**src/rtl/gpio_port_pkg.sv**
```systemverilog
package gpio_port_pkg;
    typedef enum logic [1:0] {
        REG_PIN  = 2'b00,
        REG_DIR  = 2'b01,
        REG_OUT  = 2'b10,
        REG_NONE = 2'b11
    } gpio_reg_e;
endpackage

```
**src/rtl/gpio_port_regs.sv**
```systemverilog
module gpio_port_regs
    import gpio_port_pkg::*;
#(
    parameter int W = 8
) (
    input  logic         clk,
    input  logic         rst_n,
    input  logic         wr_en,
    input  gpio_reg_e    sel,
    input  logic [W-1:0] wdata,
    output logic [W-1:0] dir_q,
    output logic [W-1:0] out_q
);
    // Direction register
    always_ff @(posedge clk or negedge rst_n) begin
        if (!rst_n)
            dir_q <= '0;
        else if (wr_en && sel == REG_DIR)
            dir_q <= wdata;
    end

    // Output / pull-up register: load or toggle
    always_ff @(posedge clk or negedge rst_n) begin
        if (!rst_n)
            out_q <= '0;
        else if (wr_en && sel == REG_OUT)
            out_q <= wdata;
        else if (wr_en && sel == REG_PIN)
            out_q <= out_q ^ wdata;
    end

    assert_dir_load_R2: assert property (@(posedge clk) disable iff (!rst_n)
        (wr_en && sel == REG_DIR) |=> dir_q == $past(wdata));

    assert_unused_hold_R1: assert property (@(posedge clk) disable iff (!rst_n)
        (wr_en && sel == REG_NONE) |=> ($stable(dir_q) && $stable(out_q)));

    assert_toggle_zero_R6: assert property (@(posedge clk) disable iff (!rst_n)
        (wr_en && sel == REG_PIN && wdata == '0) |=> $stable(out_q));
endmodule

```
**src/rtl/gpio_pin_sync.sv**
```systemverilog
module gpio_pin_sync #(
    parameter int W      = 8,
    parameter int STAGES = 2
) (
    input  logic         clk,
    input  logic         rst_n,
    input  logic         sleep,
    input  logic [W-1:0] pad_in,
    output logic [W-1:0] level_o
);
    localparam int LAST = STAGES - 1;

    logic [W-1:0] gated;
    logic [W-1:0] stage_q [STAGES];

    assign gated = sleep ? '0 : pad_in;

    always_ff @(posedge clk or negedge rst_n) begin
        if (!rst_n) stage_q[0] <= '0;
        else        stage_q[0] <= gated;
    end

    for (genvar g = 1; g < STAGES; g++) begin : g_chain
        always_ff @(posedge clk or negedge rst_n) begin
            if (!rst_n) stage_q[g] <= '0;
            else        stage_q[g] <= stage_q[g-1];
        end
    end

    assign level_o = stage_q[LAST];

    assert_sleep_gate_R9: assert property (@(posedge clk) disable iff (!rst_n)
        sleep |=> stage_q[0] == '0);

    assert_sync_shift_R8: assert property (@(posedge clk) disable iff (!rst_n)
        1'b1 |=> level_o == $past(stage_q[LAST-1]));
endmodule

```
**src/rtl/gpio_pad_drive.sv**
```systemverilog
module gpio_pad_drive #(
    parameter int W = 8
) (
    input  logic [W-1:0] dir_q,
    input  logic [W-1:0] out_q,
    input  logic         pu_kill,
    output logic [W-1:0] pad_oe,
    output logic [W-1:0] pad_out,
    output logic [W-1:0] pad_pu
);
    for (genvar n = 0; n < W; n++) begin : g_pin
        assign pad_oe[n]  = dir_q[n];
        assign pad_out[n] = out_q[n];
        assign pad_pu[n]  = !pu_kill && !dir_q[n] && out_q[n];
    end
endmodule

```
**src/rtl/gpio_port_ctrl.sv**
```systemverilog
module gpio_port_ctrl
    import gpio_port_pkg::*;
#(
    parameter int N_PINS  = 8,
    parameter int N_SYNC  = 2
) (
    input  logic              clk,
    input  logic              rst_n,
    input  logic              wr_en,
    input  logic              rd_en,
    input  logic [1:0]        reg_sel,
    input  logic [N_PINS-1:0] wr_data,
    output logic [N_PINS-1:0] rd_data,
    input  logic              pu_kill,
    input  logic              sleep,
    input  logic [N_PINS-1:0] pad_in,
    output logic [N_PINS-1:0] pad_oe,
    output logic [N_PINS-1:0] pad_out,
    output logic [N_PINS-1:0] pad_pu
);
    gpio_reg_e         sel;
    logic [N_PINS-1:0] dir_q;
    logic [N_PINS-1:0] out_q;
    logic [N_PINS-1:0] pin_lvl;

    assign sel = gpio_reg_e'(reg_sel);

    gpio_port_regs #(.W(N_PINS)) u_regs (
        .clk   (clk),
        .rst_n (rst_n),
        .wr_en (wr_en),
        .sel   (sel),
        .wdata (wr_data),
        .dir_q (dir_q),
        .out_q (out_q)
    );

    gpio_pin_sync #(.W(N_PINS), .STAGES(N_SYNC)) u_sync (
        .clk     (clk),
        .rst_n   (rst_n),
        .sleep   (sleep),
        .pad_in  (pad_in),
        .level_o (pin_lvl)
    );

    gpio_pad_drive #(.W(N_PINS)) u_pad (
        .dir_q   (dir_q),
        .out_q   (out_q),
        .pu_kill (pu_kill),
        .pad_oe  (pad_oe),
        .pad_out (pad_out),
        .pad_pu  (pad_pu)
    );

    always_comb begin
        rd_data = '0;
        if (rd_en) begin
            unique case (sel)
                REG_PIN:  rd_data = pin_lvl;
                REG_DIR:  rd_data = dir_q;
                REG_OUT:  rd_data = out_q;
                default:  rd_data = '0;
            endcase
        end
    end

    assert_pull_kill_R5: assert property (@(posedge clk) disable iff (!rst_n)
        pu_kill |-> pad_pu == '0);

    assert_pu_vs_oe_R4: assert property (@(posedge clk) disable iff (!rst_n)
        (pad_pu & pad_oe) == '0);

    assert_out_load_R3: assert property (@(posedge clk) disable iff (!rst_n)
        (wr_en && sel == REG_OUT) |=> pad_out == $past(wr_data));
endmodule

```
**config.mk**
```make
export PLATFORM = sky130hd
export DESIGN_NAME = gpio_port_ctrl
export DESIGN_NICKNAME = d
export VERILOG_FILES = /design/src/rtl/gpio_port_pkg.sv /design/src/rtl/gpio_port_regs.sv /design/src/rtl/gpio_pin_sync.sv /design/src/rtl/gpio_pad_drive.sv /design/src/rtl/gpio_port_ctrl.sv
export SDC_FILE = /design/constraint.sdc
export NUM_CORES = 1
export LEC_CHECK = 0
export BUFFER_PORTS_ARGS = -buffer_cell sky130_fd_sc_hd__buf_2
export CAP_MARGIN = 0
export CORE_MARGIN = 10
export CORE_UTILIZATION = 35
export CTS_BUF_LIST = sky130_fd_sc_hd__clkbuf_2 sky130_fd_sc_hd__clkbuf_4 sky130_fd_sc_hd__clkbuf_8
export DETAILED_ROUTE_END_ITERATION = 8
export SYNTH_ARGS = -nofsm -noshare
export SYNTH_HDL_FRONTEND = slang
export SYNTH_HIERARCHICAL = 1
export SYNTH_SLANG_ARGS = --single-unit
export TNS_END_PERCENT = 5
```
**constraint.sdc**
```tcl
create_clock -name clk -period 2 [get_ports clk]
set_input_delay 0.2 -clock clk [delete_from_list [all_inputs] [get_ports clk]]
set_output_delay 0.2 -clock clk [all_outputs]
set_load 0.02 [all_outputs]
```
==> flow_summary.yaml, run 1 <==
outcome:
  status: "finished clean"
global_route:
  antenna_found_initial: 0
  grt_first_pass_wirelength_um: 6120
  track_usage: 0.0935
  grt_pass1_vias: 1196
  grt-ovfl-total: 0
  grt_max_degree: 33
power:
  seqPwrFrac: 0.437
  power-per-cell-area_mw_per_mm2: 919
  ir_drop_v: 0.000447
  p_leak_nw: 0.995
  clock_power_share: 0.337
  p_int_mw: 1.27
  p_sw_frac: 0.302
  finalPower_mw: 1.82
  comb_power_share: 0.226
  switchingPower_mw: 0.551
clock_network:
  cts_buffers: 5
  clock_latency_ps: 280
  cts_tree: "yes"
  cts_max_path_buffers: 2
  clkSinkCount: 32
  clk_pin_slew_worst_paths_ps: 60
  htree_num_levels: 2
  cts_setup_buffers: 0
  cts_root_buf: "clkbuf_8"
sta:
  skew_ps: 0.742
  final-max-slew-violation-count: 0
  rsz0062_at_grt: "no"
  setup_viol: 0
  hold_viol: 0
  fmax_mhz: 647
  post-route-period-util: 0.773
  fin_tns_setup_ps: 0
  period_minus_slack_ps: 1550
  tightest_slew_ps: 689
  max-slew-margin-rel: 0.540
  whs_ps: 134
synthesis:
  netlist.area_leader.share: 0.458
  syn_nets: 186
  syn_area_mm2: 0.00175
  yosysTopAreaCell: "dfrtp_1"
  ys.warnings.count: 6
  yosys-top-cells-area: "dfrtp_1, buf_4, nor3b_2"
  ys_top_cells_by_count: "dfrtp_1, buf_4, o21ai_0"
  ys_seq_elements: 32
  synth_edf_count: 0
  synth.most_common_cell: "dfrtp_1"
  synthFlopType: "dfrtp_1"
  seq_area_frac_synth: 0.458
  avgSynthCellArea_um2: 10.8
  synth_cell_types: 20
  syn-instance-count: 162
  async_reset_ff_frac: 1.00
placement:
  placed_area_mm2: 0.00186
  dpl.hpwl_um: 2820
  portBuffers: 55
  globalplace.congestion: 0.716
floorplanning:
  die_h_um: 90.6
  die_area_mm2: 0.00822
  initial_utilization: 0.365
  io_pins: 56
  coreArea_mm2: 0.00479
  die_width_um: 90.6
  rows: 25
finish:
  area_growth_pct: 13.5
  fin_area_mm2: 0.00198
  n_antenna_cell: 0
  drive_gt1_frac: 0.413
  fin_util: 0.414
  finalNetCount: 219
worst_setup_path:
  path_class: "in -> out"
  critPathBufInv: 3
  cp_max_fo: 29
  cp_slowest_cell: "buf_2"
  cp_top_family: "buffers and inverters"
  timing.rr.start: "u_regs/out_q[2]"
  startpoint_type: "input pin"
  cpMostUsedCell: "buf_2"
  critPathLaunch: "reg_sel[1]"
  end_kind: "output pin"
  required_ps: 1800
  crit_path_max_incr_delay_ps: 420
  path_cells: "buf_2 > buf_4 > nand3b_1 > o21ai_0 > and2_1 > buf_2"
  arrival_ps: 1350
min_path:
  hp-start: "pad_in[6]"
  hold_path_class: "in -> reg"
run:
  drv_cap: 0
detailed_routing:
  initialDrtViolationCount: 48
  final_antenna_net_count: 0
  route.detailed.drc: 0
  wirelength_um: 3740
  dr.pass1.iters: 4
  via_per_inst: 4.35
  wire_per_inst_um: 14.2
  num_vias: 1144
==> layer usage <==
layer	wire (um)	global-route usage	part of all wire
met4	51	0.0424	0.014
met1	1590	0.105	0.43
met3	194	0.0341	0.052
met5	0	0	0
met2	1900	0.154	0.51
==> metrics by stage <==
| stage | worst slack [ps] | cells |
|---|---|---|
| 3_3_place_gp | 462 | 254 |
| 6_report | 455 | 263 |
| 4_1_cts | 453 | 263 |
| 3_5_place_dp | 450 | 254 |
| 5_1_grt | 346 | 263 |
| 2_1_floorplan | 921 | 162 |
==> sequential cells by signal, indices dropped and copies added (netlist names) <==
| name | count |
|---|---|
| u_sync/stage_q | 8 |
| u_sync/level_o | 8 |
| u_regs/out_q | 8 |
| u_regs/dir_q | 8 |
==> final timing paths <==
path / end / slack (ps) / depth (start not counted)
setup reg to reg: u_regs/out_q[2] / 1170 / 3
hold / removal: u_sync/stage_q[14] / 130 / 2
min in group asynchronous: u_sync/level_o[3] / 500 / 2
setup / recovery: rd_data[3] / 450 / 6
max in group asynchronous: u_regs/dir_q[6] / 1050 / 2
hold reg to reg: u_sync/level_o[5] / 350 / 0
==> area by class of cell <==
type | instances | area, um2
tap | 67 | 83.8
clock buffer | 6 | 76.3
multi-input combinational | 91 | 663
sequential | 32 | 801
fill | 484 | 2800
timing repair buffer | 57 | 293
clock inverter | 2 | 35.0
inverter | 8 | 30.0
==> timing repair <==
item / CTS / global route
hold endpoints to repair: 32 / 0
resized for setup: 0 / 0
hold buffers: 1 / 0
==> layout by cell type, fill, tap and decap left out <==
cell	count
o21ai_1	2
mux2_2	8
clkbuf_4	1
o21ai_0	14
nand3b_4	1
and2_1	8
bufinv_16	1
clkinv_2	1
clkbuf_8	5
dfrtp_1	32
inv_1	8
dlygate4sd3_1	1
nand2_1	8
nor2_1	8
buf_2	55
mux2i_1	8
nor3b_2	8
o211ai_1	8
nor2b_1	9
buf_4	1
nand2b_1	1
nand3b_1	8
==> power by group through the flow <==
stage | combinational, mW | clock (mW) | sequential [mW]
6_report | 0.413 | 0.613 | 0.796
5_1_grt | 0.453 | 0.663 | 0.811
4_1_cts | 0.422 | 0.625 | 0.798
3_5_place_dp | 0.419 | 0 | 0.810
3_3_place_gp | 0.413 | 0 | 0.807
2_1_floorplan | 0.368 | 0 | 0.787
==> cells by family (layout without fill, tap and decap cells) <==
group / after synthesis / count (layout) / share of synthesized area
and+or+nand+nor: 51 / 51 / 0.202
DFF: 32 / 32 / 0.458
buffers and inverters: 39 / 73 / 0.162
AOI/OAI and AO/OA: 24 / 24 / 0.0802
muxes: 16 / 16 / 0.0974
No activity file was read; power rests on OpenSTA's default activity.
==> run 2: changes to the inputs <==
==> constraint.sdc (replaced) <==
create_clock -name clk -period 1.45 [get_ports clk]
set_input_delay 0.145 -clock clk [delete_from_list [all_inputs] [get_ports clk]]
set_output_delay 0.145 -clock clk [all_outputs]
set_load 0.02 [all_outputs]
==> run 2 against run 1 <==
Sequential share of layout area is 1.3 points lower. Clock skew hardly changed. Sequential cell count stayed put. Worst setup slack worse by 390 ps. Largest power group unchanged. Critical endpoint is now rd_data[0]. Clock power is 36% higher. Cell area is 3.4% higher.
==> flow_summary.yaml, run 2 (same netlist as run 1, synthesis figures left out) <==
outcome:
  status: "finished clean"
detailed_routing:
  route.detailed.drc: 0
  dr.pass1.iters: 4
  wire_per_inst_um: 13.6
  wirelength_um: 3680
  via_per_inst: 4.39
  final_antenna_net_count: 0
  initialDrtViolationCount: 84
  num_vias: 1184
finish:
  multi_input_area_um2: 663
  drive_gt1_frac: 0.433
  mostFrequentLayoutCells: "buf_2, dfrtp_1, o21ai_0"
  finalNetCount: 226
  n_antenna_cell: 0
  final_cells: 270
  area_growth_pct: 17.3
  fillers: 458
  fin_area_mm2: 0.00205
  regArea_um2: 801
  layout_commonest_cell: "buf_2"
sta:
  setup_viol: 0
  skew_ps: 0.839
  post-route-period-util: 0.954
  final-max-slew-violation-count: 0
  rsz0062_at_grt: "yes"
  tightest_slew_ps: 555
  whs_ps: 88.1
  max-slew-margin-rel: 0.629
  fin_tns_setup_ps: 0
  period_minus_slack_ps: 1380
  fmax_mhz: 723
  hold_viol: 0
clock_network:
  cts_tree: "yes"
  clkSinkCount: 32
  clk_pin_slew_worst_paths_ps: 60
  cts_max_path_buffers: 2
  cts_buffers: 5
  clock_latency_ps: 270
  cts_root_buf: "clkbuf_8"
  htree_num_levels: 2
run:
  drv_cap: 0
worst_setup_path:
  cp_max_fo: 5
  path_cells: "mux2i_1 > o21ai_0 > and2_1 > buf_2"
  path_class: "reg -> out"
  startpoint_type: "flop"
  critPathBufInv: 1
  crit_path_max_incr_delay_ps: 420
  end_kind: "output pin"
  arrival_ps: 1240
  cp_slowest_cell: "dfrtp_1"
  required_ps: 1310
  cp_top_family: "flip-flops"
power:
  ir_drop_v: 0.000627
  power-per-cell-area_mw_per_mm2: 1240
  p_leak_nw: 1.03
floorplanning:
  rows: 25
  coreArea_mm2: 0.00479
  initial_utilization: 0.365
  io_pins: 56
  die_width_um: 90.6
  die_h_um: 90.6
  die_area_mm2: 0.00822
placement:
  dpl.hpwl_um: 2770
  globalplace.congestion: 0.691
  place_inst: 255
  portBuffers: 55
  placed_area_mm2: 0.00188
global_route:
  grt_first_pass_wirelength_um: 5930
  antenna_found_initial: 0
  grt_pass1_vias: 1242
  track_usage: 0.0890
  grt_max_degree: 34
  grt-ovfl-total: 0
min_path:
  hold_path_class: "in -> reg"
[run 2: worst register-to-register path, cell delays in order (launching register included)]
cell and delay, ps:
dfrtp_1 380, buf_4 120, inv_1 30, o211ai_1 150, nand2_1 70
[run 2: routing by layer]
layer,up-vias,track usage,part of all wire
met5,-,0,0
met4,0,0.0358,0.0057
met3,2,0.0266,0.045
met2,22,0.162,0.54
met1,562,0.0925,0.41
li1,598,-,-
[run 2: area by class of cell]
| type | count | area share |
|---|---|---|
| clock inverters | 2 | 0.0171 |
| repair buffers | 64 | 0.176 |
| clock buffers | 6 | 0.0372 |
| inverters | 8 | 0.0147 |
| well taps | 67 | 0.0409 |
| flip-flops and latches | 32 | 0.391 |
| multi-input cells | 91 | 0.324 |
[run 2: metrics by stage]
step / power (mW) / utilization / setup slack [ps]
6_report: 2.55 / 0.428 / 66.8
5_1_grt: 2.68 / 0.428 / -8.14
4_1_cts: 2.54 / 0.418 / 44.4
3_5_place_dp: 1.70 / 0.393 / 261
3_3_place_gp: 1.69 / 0.393 / 254
2_1_floorplan: 1.59 / - / 472
[run 2: worst paths after layout]
path	start	end	slack, ps	cells past startpoint
setup / recovery	u_regs/out_q[0]	rd_data[0]	70	4
hold reg to reg	u_sync/stage_q[14]	u_sync/level_o[6]	350	0
min in group asynchronous	rst_n	u_regs/out_q[2]	420	3
max in group asynchronous	rst_n	u_regs/dir_q[2]	750	3
hold / removal	pad_in[4]	u_sync/stage_q[12]	90	2
setup reg to reg	u_regs/out_q[1]	u_regs/out_q[1]	590	4
[run 2: what timing repair did]
item,in CTS,in global routing
buffers inserted,0,6
endpoints found under the setup margin,0,5
endpoints found under the hold margin,32,0
gates resized for setup,0,4
hold buffers,1,0
[run 2: power breakdown]
group / internal [mW] / switching, mW
registers: 0.996 / 0.0960
clock network: 0.528 / 0.308
logic: 0.271 / 0.351
==> run 3: changes to the inputs <==
--- a/config.mk
+++ b/config.mk
@@ -7,12 +7,15 @@
 export LEC_CHECK = 0
 export BUFFER_PORTS_ARGS = -buffer_cell sky130_fd_sc_hd__buf_2
 export CAP_MARGIN = 0
+export CELL_PAD_IN_SITES_DETAIL_PLACEMENT = 0
+export CELL_PAD_IN_SITES_GLOBAL_PLACEMENT = 2
 export CORE_MARGIN = 10
-export CORE_UTILIZATION = 35
+export CORE_UTILIZATION = 31
 export CTS_BUF_LIST = sky130_fd_sc_hd__clkbuf_2 sky130_fd_sc_hd__clkbuf_4 sky130_fd_sc_hd__clkbuf_8
 export DETAILED_ROUTE_END_ITERATION = 8
+export GPL_ROUTABILITY_DRIVEN = 0
+export PLACE_DENSITY_LB_ADDON = 0.1
 export SYNTH_ARGS = -nofsm -noshare
 export SYNTH_HDL_FRONTEND = slang
-export SYNTH_HIERARCHICAL = 1
 export SYNTH_SLANG_ARGS = --single-unit
 export TNS_END_PERCENT = 5
==> run 3 against run 2 <==
Largest cell class unchanged. Synthesized cell count is 25% lower. Cell count decreased by 12%. Critical path depth did not move. Fmax about the same. Sequential share of layout area increased by 2.3 points. Via count is 5.0% lower. Hold slack got worse by 9.6 ps. Critical path type unchanged.
==> flow_summary.yaml, run 3 <==
floorplanning:
  initial_utilization: 0.319
  io_pins: 56
  rows: 25
  coreArea_mm2: 0.00469
  die_h_um: 89.5
  die_area_mm2: 0.00802
  die_width_um: 89.5
synthesis:
  ys.warnings.count: 0
  yosysTopAreaCell: "dfrtp_1"
  avgSynthCellArea_um2: 12.4
  syn_nets: 145
  synth.most_common_cell: "dfrtp_1"
  synth_edf_count: 0
  synthFlopType: "dfrtp_1"
  seq_area_frac_synth: 0.534
  async_reset_ff_frac: 1.00
  ys_seq_elements: 32
  netlist.area_leader.share: 0.534
  synth_cell_types: 21
  yosys-top-cells-area: "dfrtp_1, mux2_1, mux2i_1"
  syn_area_mm2: 0.00150
  syn-instance-count: 121
finish:
  regArea_um2: 802
  mostFrequentLayoutCells: "buf_2, dfrtp_1"
  fillers: 474
  layout_commonest_cell: "buf_2"
  final_cells: 237
  area_growth_pct: 29.2
  multi_input_area_um2: 644
  n_antenna_cell: 0
  finalNetCount: 206
  fin_area_mm2: 0.00194
  drive_gt1_frac: 0.399
worst_setup_path:
  required_ps: 1310
  arrival_ps: 1240
  path_class: "reg -> out"
  reg2reg_to: "u_regs.out_q[6]"
  critPathLaunch: "u_regs.out_q[5]"
  reg2reg_depth: 2
  cp_max_fo: 5
  end_kind: "output pin"
  startpoint_type: "flop"
  endpoint: "rd_data[5]"
  timing.rr.start: "u_regs.out_q[6]"
  rrSetupSlack_ps: 510
sta:
  whs_ps: 78.5
  setup_viol: 0
  fin_ws_ps: 65.9
  fmax_mhz: 722
  final-max-slew-violation-count: 0
  post-route-period-util: 0.955
  hold_viol: 0
  skew_ps: 1.30
  max-slew-margin-rel: 0.720
  fin_tns_setup_ps: 0
  tightest_slew_ps: 419
  period_minus_slack_ps: 1380
  rsz0062_at_grt: "yes"
clock_network:
  htree_num_levels: 2
  clkSinkCount: 32
  cts_root_buf: "clkbuf_8"
  cts_tree: "yes"
  clk_pin_slew_worst_paths_ps: 70
  cts_buffers: 5
  cts_max_path_buffers: 2
  clock_latency_ps: 280
placement:
  portBuffers: 55
  place_inst: 224
  placed_area_mm2: 0.00180
  pre_cts_slack_ps: 9.39
  dpl.hpwl_um: 2860
detailed_routing:
  initialDrtViolationCount: 36
  wirelength_um: 3980
  via_per_inst: 4.75
  route.detailed.drc: 0
  final_antenna_net_count: 0
  num_vias: 1125
  dr.pass1.iters: 4
  wire_per_inst_um: 16.8
global_route:
  grt_first_pass_wirelength_um: 6110
  track_usage: 0.102
  antenna_found_initial: 0
  grt_pass1_vias: 1191
  grt-ovfl-total: 0
  grt_max_degree: 34
power:
  switchingPower_mw: 0.754
  clock_power_share: 0.294
  p_int_mw: 1.63
  power-per-cell-area_mw_per_mm2: 1230
  comb_power_share: 0.250
  ir_drop_v: 0.000553
  p_leak_nw: 0.939
  p_sw_frac: 0.316
  seqPwrFrac: 0.457
min_path:
  worstHoldPathCells: 2
  hold_path_class: "in -> reg"
  hp-start: "pad_in[5]"
run:
  drv_cap: 0
outcome:
  status: "finished clean"
run 3: layout make-up:
| cell class | count | area share |
|---|---|---|
| Timing Repair Buffer | 61 | 0.171 |
| Sequential cell | 32 | 0.414 |
| Clock buffer | 6 | 0.0426 |
| Tap cell | 54 | 0.0349 |
| Clock inverter | 2 | 0.00517 |
| Multi-Input combinational cell | 82 | 0.333 |
run 3: worst min-delay path by stage:
stage,end,slack [ps]
floorplan,u_regs.dir_q[0],-150
global placement,u_regs.out_q[6],190
detailed placement,u_regs.out_q[6],200
CTS,u_sync.stage_q[13],70
global route,u_sync.stage_q[11],70
finish,u_sync.stage_q[13],80
run 3: repair_timing:
item / 4_1_cts / 5_1_grt
setup endpoints to repair: 0 / 7
hold endpoints to repair: 32 / 0
resized for setup: 0 / 4
hold buffers: 1 / 0
buffers inserted: 0 / 4
run 3: worst max-delay path, stage by stage (launching register included):
cell	delay, ps
dfrtp_1	420
mux2i_1	150
o21ai_1	70
and2_1	160
buf_2	150
run 3: power groups by stage:
stage / Combinational (mW) / Clock [mW] / Sequential [mW]
2_1_floorplan: 0.255 / 0 / 1.19
3_3_place_gp: 0.563 / 0 / 1.10
3_5_place_dp: 0.570 / 0 / 1.11
4_1_cts: 0.574 / 0.732 / 1.09
5_1_grt: 0.649 / 0.783 / 1.10
6_report: 0.595 / 0.700 / 1.09
run 3: through the flow:
step | total power, mW | util
after CTS | 2.40 | 0.405
after detailed placement | 1.68 | 0.383
after global placement | 1.67 | 0.383
final | 2.38 | 0.413
after floorplan | 1.44 | -
after global routing | 2.53 | 0.413
run 3: cell families (layout without fill, tap and decap cells):
logic type / after synthesis / count (layout) / share of synthesized area
compound gates: 24 / 24 / 0.112
buf+inv: 7 / 69 / 0.0359
mux: 16 / 16 / 0.114
flops: 32 / 32 / 0.534
simple gates: 42 / 42 / 0.205
run 3: routing by layer:
metal  global-route usage  vias to the layer above  routed length [um]
li1                     -                      558                   -
met1                0.116                      526                1800
met2                0.162                       36                1770
met3               0.0465                        5                 350
met4               0.0434                        0                  60
met5                    0                        -                   0
